$ cat config.mk
export PLATFORM = sky130hd
export DESIGN_NAME = pit_top
export DESIGN_NICKNAME = d
export VERILOG_FILES = /design/src/rtl/pit_pkg.sv /design/src/rtl/pit_prescale.sv /design/src/rtl/pit_channel.sv /design/src/rtl/pit_irq.sv /design/src/rtl/pit_top.sv
export SDC_FILE = /design/constraint.sdc
export NUM_CORES = 2
export LEC_CHECK = 0
export ABC_AREA = 1
export BUFFER_PORTS_ARGS = -buffer_cell sky130_fd_sc_hd__buf_2
export CORE_MARGIN = 8
export CORE_UTILIZATION = 50
export CTS_CLUSTER_SIZE = 20
export DETAILED_ROUTE_END_ITERATION = 10
export PLACE_DENSITY_LB_ADDON = 0.15
export SETUP_SLACK_MARGIN = 0.3
export SYNTH_ARGS = -nofsm -noshare
export SYNTH_HDL_FRONTEND = slang
export SYNTH_SLANG_ARGS = --single-unit
$ cat constraint.sdc
create_clock -name clk -period 4.39 [get_ports clk]
set_clock_uncertainty 0.2 [all_clocks]
set_input_delay 0.2195 -clock clk [delete_from_list [all_inputs] [get_ports clk]]
set_output_delay 0.2195 -clock clk [all_outputs]
set_load 0.005 [all_outputs]
$ cat src/rtl/pit_pkg.sv
package pit_pkg;

    // control word field positions
    localparam int CTL_EN      = 0;
    localparam int CTL_RLD     = 1;
    localparam int CTL_SEL_LSB = 2;
    localparam int CTL_SEL_W   = 2;
    localparam int CTL_DIV_LSB = 4;
    localparam int CTL_DIV_W   = 3;
    localparam int CTL_ONE     = 7;

    // register window layout
    localparam int OFF_IEN     = 'h00;
    localparam int OFF_IST     = 'h04;
    localparam int SLOT_STRIDE = 'h10;
    localparam int OFF_CTL     = 'h0;
    localparam int OFF_IVL     = 'h4;
    localparam int OFF_CNT     = 'h8;

    typedef enum logic {
        CH_STOP = 1'b0,
        CH_RUN  = 1'b1
    } ch_state_e;

endpackage

$ cat src/rtl/pit_prescale.sv
module pit_prescale
    import pit_pkg::*;
#(
    parameter int SEL_W = CTL_SEL_W,
    parameter int DIV_W = CTL_DIV_W
) (
    input  logic                    clk,
    input  logic                    rst_n,
    input  logic [(1<<SEL_W)-1:0]   src_tick,
    input  logic [SEL_W-1:0]        sel,
    input  logic [DIV_W-1:0]        div,
    input  logic                    run,
    input  logic                    restart,
    output logic                    tick
);
    localparam int PC_W = (1 << DIV_W) - 1;

    logic [PC_W-1:0] pc_q;
    logic [PC_W-1:0] limit;
    logic            pulse;
    logic            last;

    always_comb begin
        limit = PC_W'((1 << div) - 1);
        pulse = src_tick[sel];
        last  = (pc_q == limit);
        tick  = run & pulse & last;
    end

    always_ff @(posedge clk or negedge rst_n) begin
        if (!rst_n) begin
            pc_q <= '0;
        end else if (restart || !run) begin
            pc_q <= '0;
        end else if (pulse) begin
            pc_q <= last ? '0 : pc_q + 1'b1;
        end
    end

endmodule

$ cat src/rtl/pit_channel.sv
module pit_channel
    import pit_pkg::*;
#(
    parameter int                   DW      = 32,
    parameter logic [CTL_SEL_W-1:0] DEF_SRC = 2'd1
) (
    input  logic                        clk,
    input  logic                        rst_n,
    input  logic [(1<<CTL_SEL_W)-1:0]   src_tick,
    input  logic                        wr_ctl,
    input  logic                        wr_ivl,
    input  logic [DW-1:0]               wdata,
    output logic [DW-1:0]               ctl_rd,
    output logic [DW-1:0]               ivl_rd,
    output logic [DW-1:0]               cnt_rd,
    output logic                        expire,
    output logic                        running,
    output logic                        oneshot
);
    ch_state_e              st_q, st_d;
    logic [CTL_SEL_W-1:0]   sel_q;
    logic [CTL_DIV_W-1:0]   div_q;
    logic                   one_q;
    logic [DW-1:0]          ivl_q;
    logic [DW-1:0]          cnt_q;
    logic                   tick_raw;
    logic                   tick;

    pit_prescale #(
        .SEL_W (CTL_SEL_W),
        .DIV_W (CTL_DIV_W)
    ) u_pre (
        .clk      (clk),
        .rst_n    (rst_n),
        .src_tick (src_tick),
        .sel      (sel_q),
        .div      (div_q),
        .run      (st_q == CH_RUN),
        .restart  (wr_ctl),
        .tick     (tick_raw)
    );

    // a register write on this channel wins over its tick
    assign tick   = tick_raw & ~wr_ctl & ~wr_ivl;
    assign expire = tick & (cnt_q <= DW'(1));

    // state register
    always_ff @(posedge clk or negedge rst_n) begin
        if (!rst_n) st_q <= CH_STOP;
        else        st_q <= st_d;
    end

    // transitions: START, HALT, FINISH, WRAP
    always_comb begin
        st_d = st_q;
        unique case (st_q)
            CH_STOP: begin
                if (wr_ctl && wdata[CTL_EN]) st_d = CH_RUN;
            end
            CH_RUN: begin
                if (wr_ctl)                 st_d = wdata[CTL_EN] ? CH_RUN : CH_STOP;
                else if (expire && one_q)   st_d = CH_STOP;
                else                        st_d = CH_RUN;
            end
            default: st_d = CH_STOP;
        endcase
    end

    // configuration fields
    always_ff @(posedge clk or negedge rst_n) begin
        if (!rst_n) begin
            sel_q <= DEF_SRC;
            div_q <= '0;
            one_q <= 1'b0;
        end else if (wr_ctl) begin
            sel_q <= wdata[CTL_SEL_LSB +: CTL_SEL_W];
            div_q <= wdata[CTL_DIV_LSB +: CTL_DIV_W];
            one_q <= wdata[CTL_ONE];
        end
    end

    // interval and counter
    always_ff @(posedge clk or negedge rst_n) begin
        if (!rst_n) begin
            ivl_q <= '0;
            cnt_q <= '0;
        end else begin
            if (wr_ivl) ivl_q <= wdata;
            if (wr_ivl) begin
                cnt_q <= wdata;
            end else if (wr_ctl && wdata[CTL_RLD]) begin
                cnt_q <= ivl_q;
            end else if (tick) begin
                if (expire) cnt_q <= one_q ? '0 : ivl_q;
                else        cnt_q <= cnt_q - 1'b1;
            end
        end
    end

    // outputs
    always_comb begin
        ctl_rd                             = '0;
        ctl_rd[CTL_EN]                     = (st_q == CH_RUN);
        ctl_rd[CTL_SEL_LSB +: CTL_SEL_W]   = sel_q;
        ctl_rd[CTL_DIV_LSB +: CTL_DIV_W]   = div_q;
        ctl_rd[CTL_ONE]                    = one_q;
        ivl_rd                             = ivl_q;
        cnt_rd                             = cnt_q;
        running                            = (st_q == CH_RUN);
        oneshot                            = one_q;
    end

endmodule

$ cat src/rtl/pit_irq.sv
module pit_irq #(
    parameter int NCH = 6
) (
    input  logic            clk,
    input  logic            rst_n,
    input  logic            wr_ien,
    input  logic            wr_ist,
    input  logic [NCH-1:0]  wdata,
    input  logic [NCH-1:0]  set,
    output logic [NCH-1:0]  ien_q,
    output logic [NCH-1:0]  ist_q,
    output logic [NCH-1:0]  irq
);
    logic [NCH-1:0] clr;

    assign clr = wr_ist ? wdata : '0;

    always_ff @(posedge clk or negedge rst_n) begin
        if (!rst_n) begin
            ien_q <= '0;
            ist_q <= '0;
        end else begin
            if (wr_ien) ien_q <= wdata;
            ist_q <= (ist_q & ~clr) | set;
        end
    end

    assign irq = ist_q & ien_q;

endmodule

$ cat src/rtl/pit_top.sv
module pit_top
    import pit_pkg::*;
#(
    parameter int                   NCH     = 6,
    parameter int                   DW      = 32,
    parameter int                   ADDR_W  = 8,
    parameter logic [CTL_SEL_W-1:0] DEF_SRC = 2'd1
) (
    input  logic                        clk,
    input  logic                        rst_n,
    input  logic [(1<<CTL_SEL_W)-1:0]   src_tick,
    input  logic [ADDR_W-1:0]           bus_addr,
    input  logic                        bus_we,
    input  logic [DW-1:0]               bus_wdata,
    output logic [DW-1:0]               bus_rdata,
    output logic [NCH-1:0]              irq
);
    logic                       wr_ien, wr_ist;
    logic [NCH-1:0]             wr_ctl, wr_ivl;
    logic [NCH-1:0]             exp_v, run_v, mode_v;
    logic [NCH-1:0][DW-1:0]     ctl_rd, ivl_rd, cnt_rd;
    logic [NCH-1:0]             ien_q, ist_q;

    assign wr_ien = bus_we && (bus_addr == ADDR_W'(OFF_IEN));
    assign wr_ist = bus_we && (bus_addr == ADDR_W'(OFF_IST));

    for (genvar g = 0; g < NCH; g++) begin : g_ch
        localparam int BASE = SLOT_STRIDE * (g + 1);

        assign wr_ctl[g] = bus_we && (bus_addr == ADDR_W'(BASE + OFF_CTL));
        assign wr_ivl[g] = bus_we && (bus_addr == ADDR_W'(BASE + OFF_IVL));

        pit_channel #(
            .DW      (DW),
            .DEF_SRC (DEF_SRC)
        ) u_ch (
            .clk      (clk),
            .rst_n    (rst_n),
            .src_tick (src_tick),
            .wr_ctl   (wr_ctl[g]),
            .wr_ivl   (wr_ivl[g]),
            .wdata    (bus_wdata),
            .ctl_rd   (ctl_rd[g]),
            .ivl_rd   (ivl_rd[g]),
            .cnt_rd   (cnt_rd[g]),
            .expire   (exp_v[g]),
            .running  (run_v[g]),
            .oneshot  (mode_v[g])
        );
    end

    pit_irq #(
        .NCH (NCH)
    ) u_irq (
        .clk    (clk),
        .rst_n  (rst_n),
        .wr_ien (wr_ien),
        .wr_ist (wr_ist),
        .wdata  (bus_wdata[NCH-1:0]),
        .set    (exp_v),
        .ien_q  (ien_q),
        .ist_q  (ist_q),
        .irq    (irq)
    );

    // read mux: unmapped offsets return zero
    always_comb begin
        bus_rdata = '0;
        if (bus_addr == ADDR_W'(OFF_IEN)) bus_rdata = DW'(ien_q);
        if (bus_addr == ADDR_W'(OFF_IST)) bus_rdata = DW'(ist_q);
        for (int i = 0; i < NCH; i++) begin
            if (bus_addr == ADDR_W'(SLOT_STRIDE * (i + 1) + OFF_CTL)) bus_rdata = ctl_rd[i];
            if (bus_addr == ADDR_W'(SLOT_STRIDE * (i + 1) + OFF_IVL)) bus_rdata = ivl_rd[i];
            if (bus_addr == ADDR_W'(SLOT_STRIDE * (i + 1) + OFF_CNT)) bus_rdata = cnt_rd[i];
        end
    end

endmodule

==> reports/metrics.csv <==
stage,metric,value,unit
outcome,status,"finished, final reports clean",
sta,Slew headroom,36.2,%
cts,CTS H-tree depth,2,
drt,DR iter-0 viols,4307,
global_routing,vias in the first global route,29300,
drt,Vias,31700,
sta,Max Slew Vio Count,0,
cts,postcts setup bufs,0,
placed_design,port bufs,84,
yosys,Synth top cells by count,"1073 x nand2_1, 474 x dfrtp_1, 418 x inv_1, 407 x nor2_1, 406 x o21ai_0",
critical_path,Worst setup EP type,output port,
floorplan,IO Count,85,
sta,setup ws final,0.663,ns
yosys,most common cell in the netlist,nand2_1,
sta,Tightest Pin Transition,0.955,ns
floorplan,floorplan row count,91,
drt,DRC,0,
power,leak pwr,16.1,nW
drt,Total Wirelength,118000,um
critical_path,CP Data Arrival Time,3.31,ns
critical_path,r2r setup slk,0.95,ns
power,power consumption,14.2,mW
floorplan,core area,61400,um2
layout,post-route insts no fill,5259,
hold_path,WHS Endpoint,g_ch[2].u_ch.sel_q[0],
global_routing,GRT busiest layer,met1,
yosys,share of the synthesized area in the top cell type,38.4,%
yosys,"top cells by area, synth","dfrtp_1 38%, nand2_1 13%, o21ai_0 6.6%",
floorplan,starting utilization of the core area,50.4,%
cts,"CTS clk-pin slew, worst paths",0.06,ns
yosys,Yosys reg bits,480,
cts,CTS tree,yes,
yosys,synthesized net count,4428,
sta,final cycle utilization of the critical path,84.9,%
layout,nets,4488,
global_routing,GR Util met1,48.4,%
critical_path,Critical Path Source Type,flip-flop,
global_routing,GRT Overall Usage,32.8,%
floorplan,full die area,70100,um2
critical_path,worst-path maximum fanout,14,
drt,DRT Pass-1 Iters,8,
sta,Final Critical Period,3.73,ns
yosys,post-synthesis cell type count,59,
global_routing,M2 GR Usage,47.8,%
global_routing,pin count of the biggest net entering global routing,110,
cts,CTS root buffer,clkbuf_16,
hold_path,Hold Path Depth,6,
critical_path,r2r startpoint,g_ch[4].u_ch.cnt_rd[0],
drt,wire length per cell,22.5,um
global_routing,met3 usage,5.70,%
sta,final hold violation count,0,
critical_path,"Req. time, crit path",3.97,ns
cts,clock tree sinks,480,
hold_path,hold wc startpoint,bus_addr[3],
sta,f_max,268,MHz
yosys,Post-synth top flop,dfrtp_1,
global_routing,first-pass GRT wire length,180000,um
yosys,Mapped Area,30900,um2
hold_path,HP Class,in -> reg,
sta,Final setup viols,0,
critical_path,R2R cell count,13,
floorplan,Die H,265,um
yosys,sequential fraction of the synthesis area,38.9,%
placed_design,Post-Place Worst Slack,0.782,ns
sta,Hold Worst Slack,0.0468,ns
flow_run,Max Cap Viol,0,
layout,"Core Util, Final",56.2,%
cts,worst skew pair latency,0.62,ns
yosys,post-synth top area cell,dfrtp_1,
placed_design,number of cells after detailed placement,5118,
yosys,Synthesis Warnings,0,
drt,Detail Route Antenna Nets,0,
placed_design,DP Wirelength,87200,um
placed_design,GPL Wtd Cong,0.994,
critical_path,worst flop-to-flop path endpoint,g_ch[4].u_ch.cnt_rd[26],
global_routing,antenna violations before repair,3,
power,peak supply drop,0.000273,V
placed_design,Placed Area,32100,um2
yosys,cell count after synthesis,4363,
cts,Bufs on Longest Clock Path,3,
drt,vias per std cell,6.04,
layout,share of post-route cells with drive strength above 1,8.26,%
yosys,Post-synth EDFFs,0,
layout,# diodes,0,
yosys,"Async S/R FF share, synth",100,%
layout,fin area,34500,um2
sta,RSZ-0062 raised after global routing,false,
yosys,syn_area_per_cell,7.09,um2
critical_path,crit path kind,reg -> out,
floorplan,Die W,265,um
layout,"Area growth, synth to finish",11.7,%
power,Power Density,410,nW/um2
sta,TNS Setup,0,ns
global_routing,total global routing overflow,0,
cts,TritonCTS Buffers,57,
## layout by cell type (no fill, tap or decap), types with 80 or more instances in the layout
cell and instances:
o211ai_1 100, o21ai_0 406, buf_2 83, o22ai_1 80
nor2_1 399, dfrtp_1 474, inv_1 418, a21oi_1 323
xor2_1 156, nand3_1 234, nand2_1 1073
## critical path, cell delays in order (launching register included)
cell and delay, ns:
dfrtp_1 0.65, inv_1 0.46, nor2_1 0.13, nor3_1 0.38, nand4_1 0.19, o21ai_0 0.15
nand4_1 0.11, nand2_1 0.10, nand3_1 0.07, nand2_1 0.15, nand4_1 0.10, buf_2 0.18
## routing by layer
layer	share of wire (%)	wire [um]
met5	0.021	25
met4	4.0	4780
met3	9.9	11800
met2	42	49600
met1	44	52300
## cell type report
cell class,count,area (um2)
clock inverters,29,399
fillers,6010,26800
clock buffers,76,1620
flip-flops and latches,480,12000
well taps,790,988
multi-input cells,3245,16500
repair buffers,184,1330
inverters,455,1710
## power by group
part / switching, mW / internal [mW] / total [mW]
registers: 0.876 / 5.03 / 5.91
clock network: 2.05 / 3.16 / 5.20
logic: 1.88 / 1.16 / 3.04
total: 4.80 / 9.35 / 14.2
## state kept, by name, summed over array words and instances (netlist names)
register              flops
g_ch.u_ch.cnt_rd        192
g_ch.u_ch.ivl_rd        192
g_ch.u_ch.u_pre.pc_q     42
g_ch.u_ch.div_q          18
g_ch.u_ch.sel_q          12
g_ch.u_ch.oneshot         6
g_ch.u_ch.running         6
u_irq.ien_q               6
u_irq.ist_q               6
## timing repair
item | in CTS | in global routing
setup endpoints to repair | 0 | 0
endpoints found under the hold margin | 332 | 0
gates resized for setup | 0 | 0
hold buffers | 36 | 0
## how the worst max path moves through the flow
stage,end,slack (ns),from,depth (start not counted)
after floorplan,g_ch[4].u_ch.cnt_rd[29],1.84,g_ch[4].u_ch.cnt_rd[0],14
after global placement,bus_rdata[11],0.81,bus_addr[3],14
after detailed placement,bus_rdata[11],0.78,bus_addr[3],14
after CTS,bus_rdata[7],0.69,g_ch[1].u_ch.oneshot,11
after global routing,bus_rdata[7],0.55,g_ch[1].u_ch.oneshot,11
final,bus_rdata[7],0.66,g_ch[1].u_ch.oneshot,11
## cells by family after synthesis
kind of cell | Yosys count | synth area share [%]
and+or+nand+nor | 1953 | 27.1
buffers and inverters | 638 | 8.02
DFF | 480 | 38.9
adders and majority gates | 18 | 0.728
AOI/OAI and AO/OA | 1082 | 19.9
xor gates and xnor gates | 192 | 5.44
Note: power is estimated with default switching activity, not from simulation.
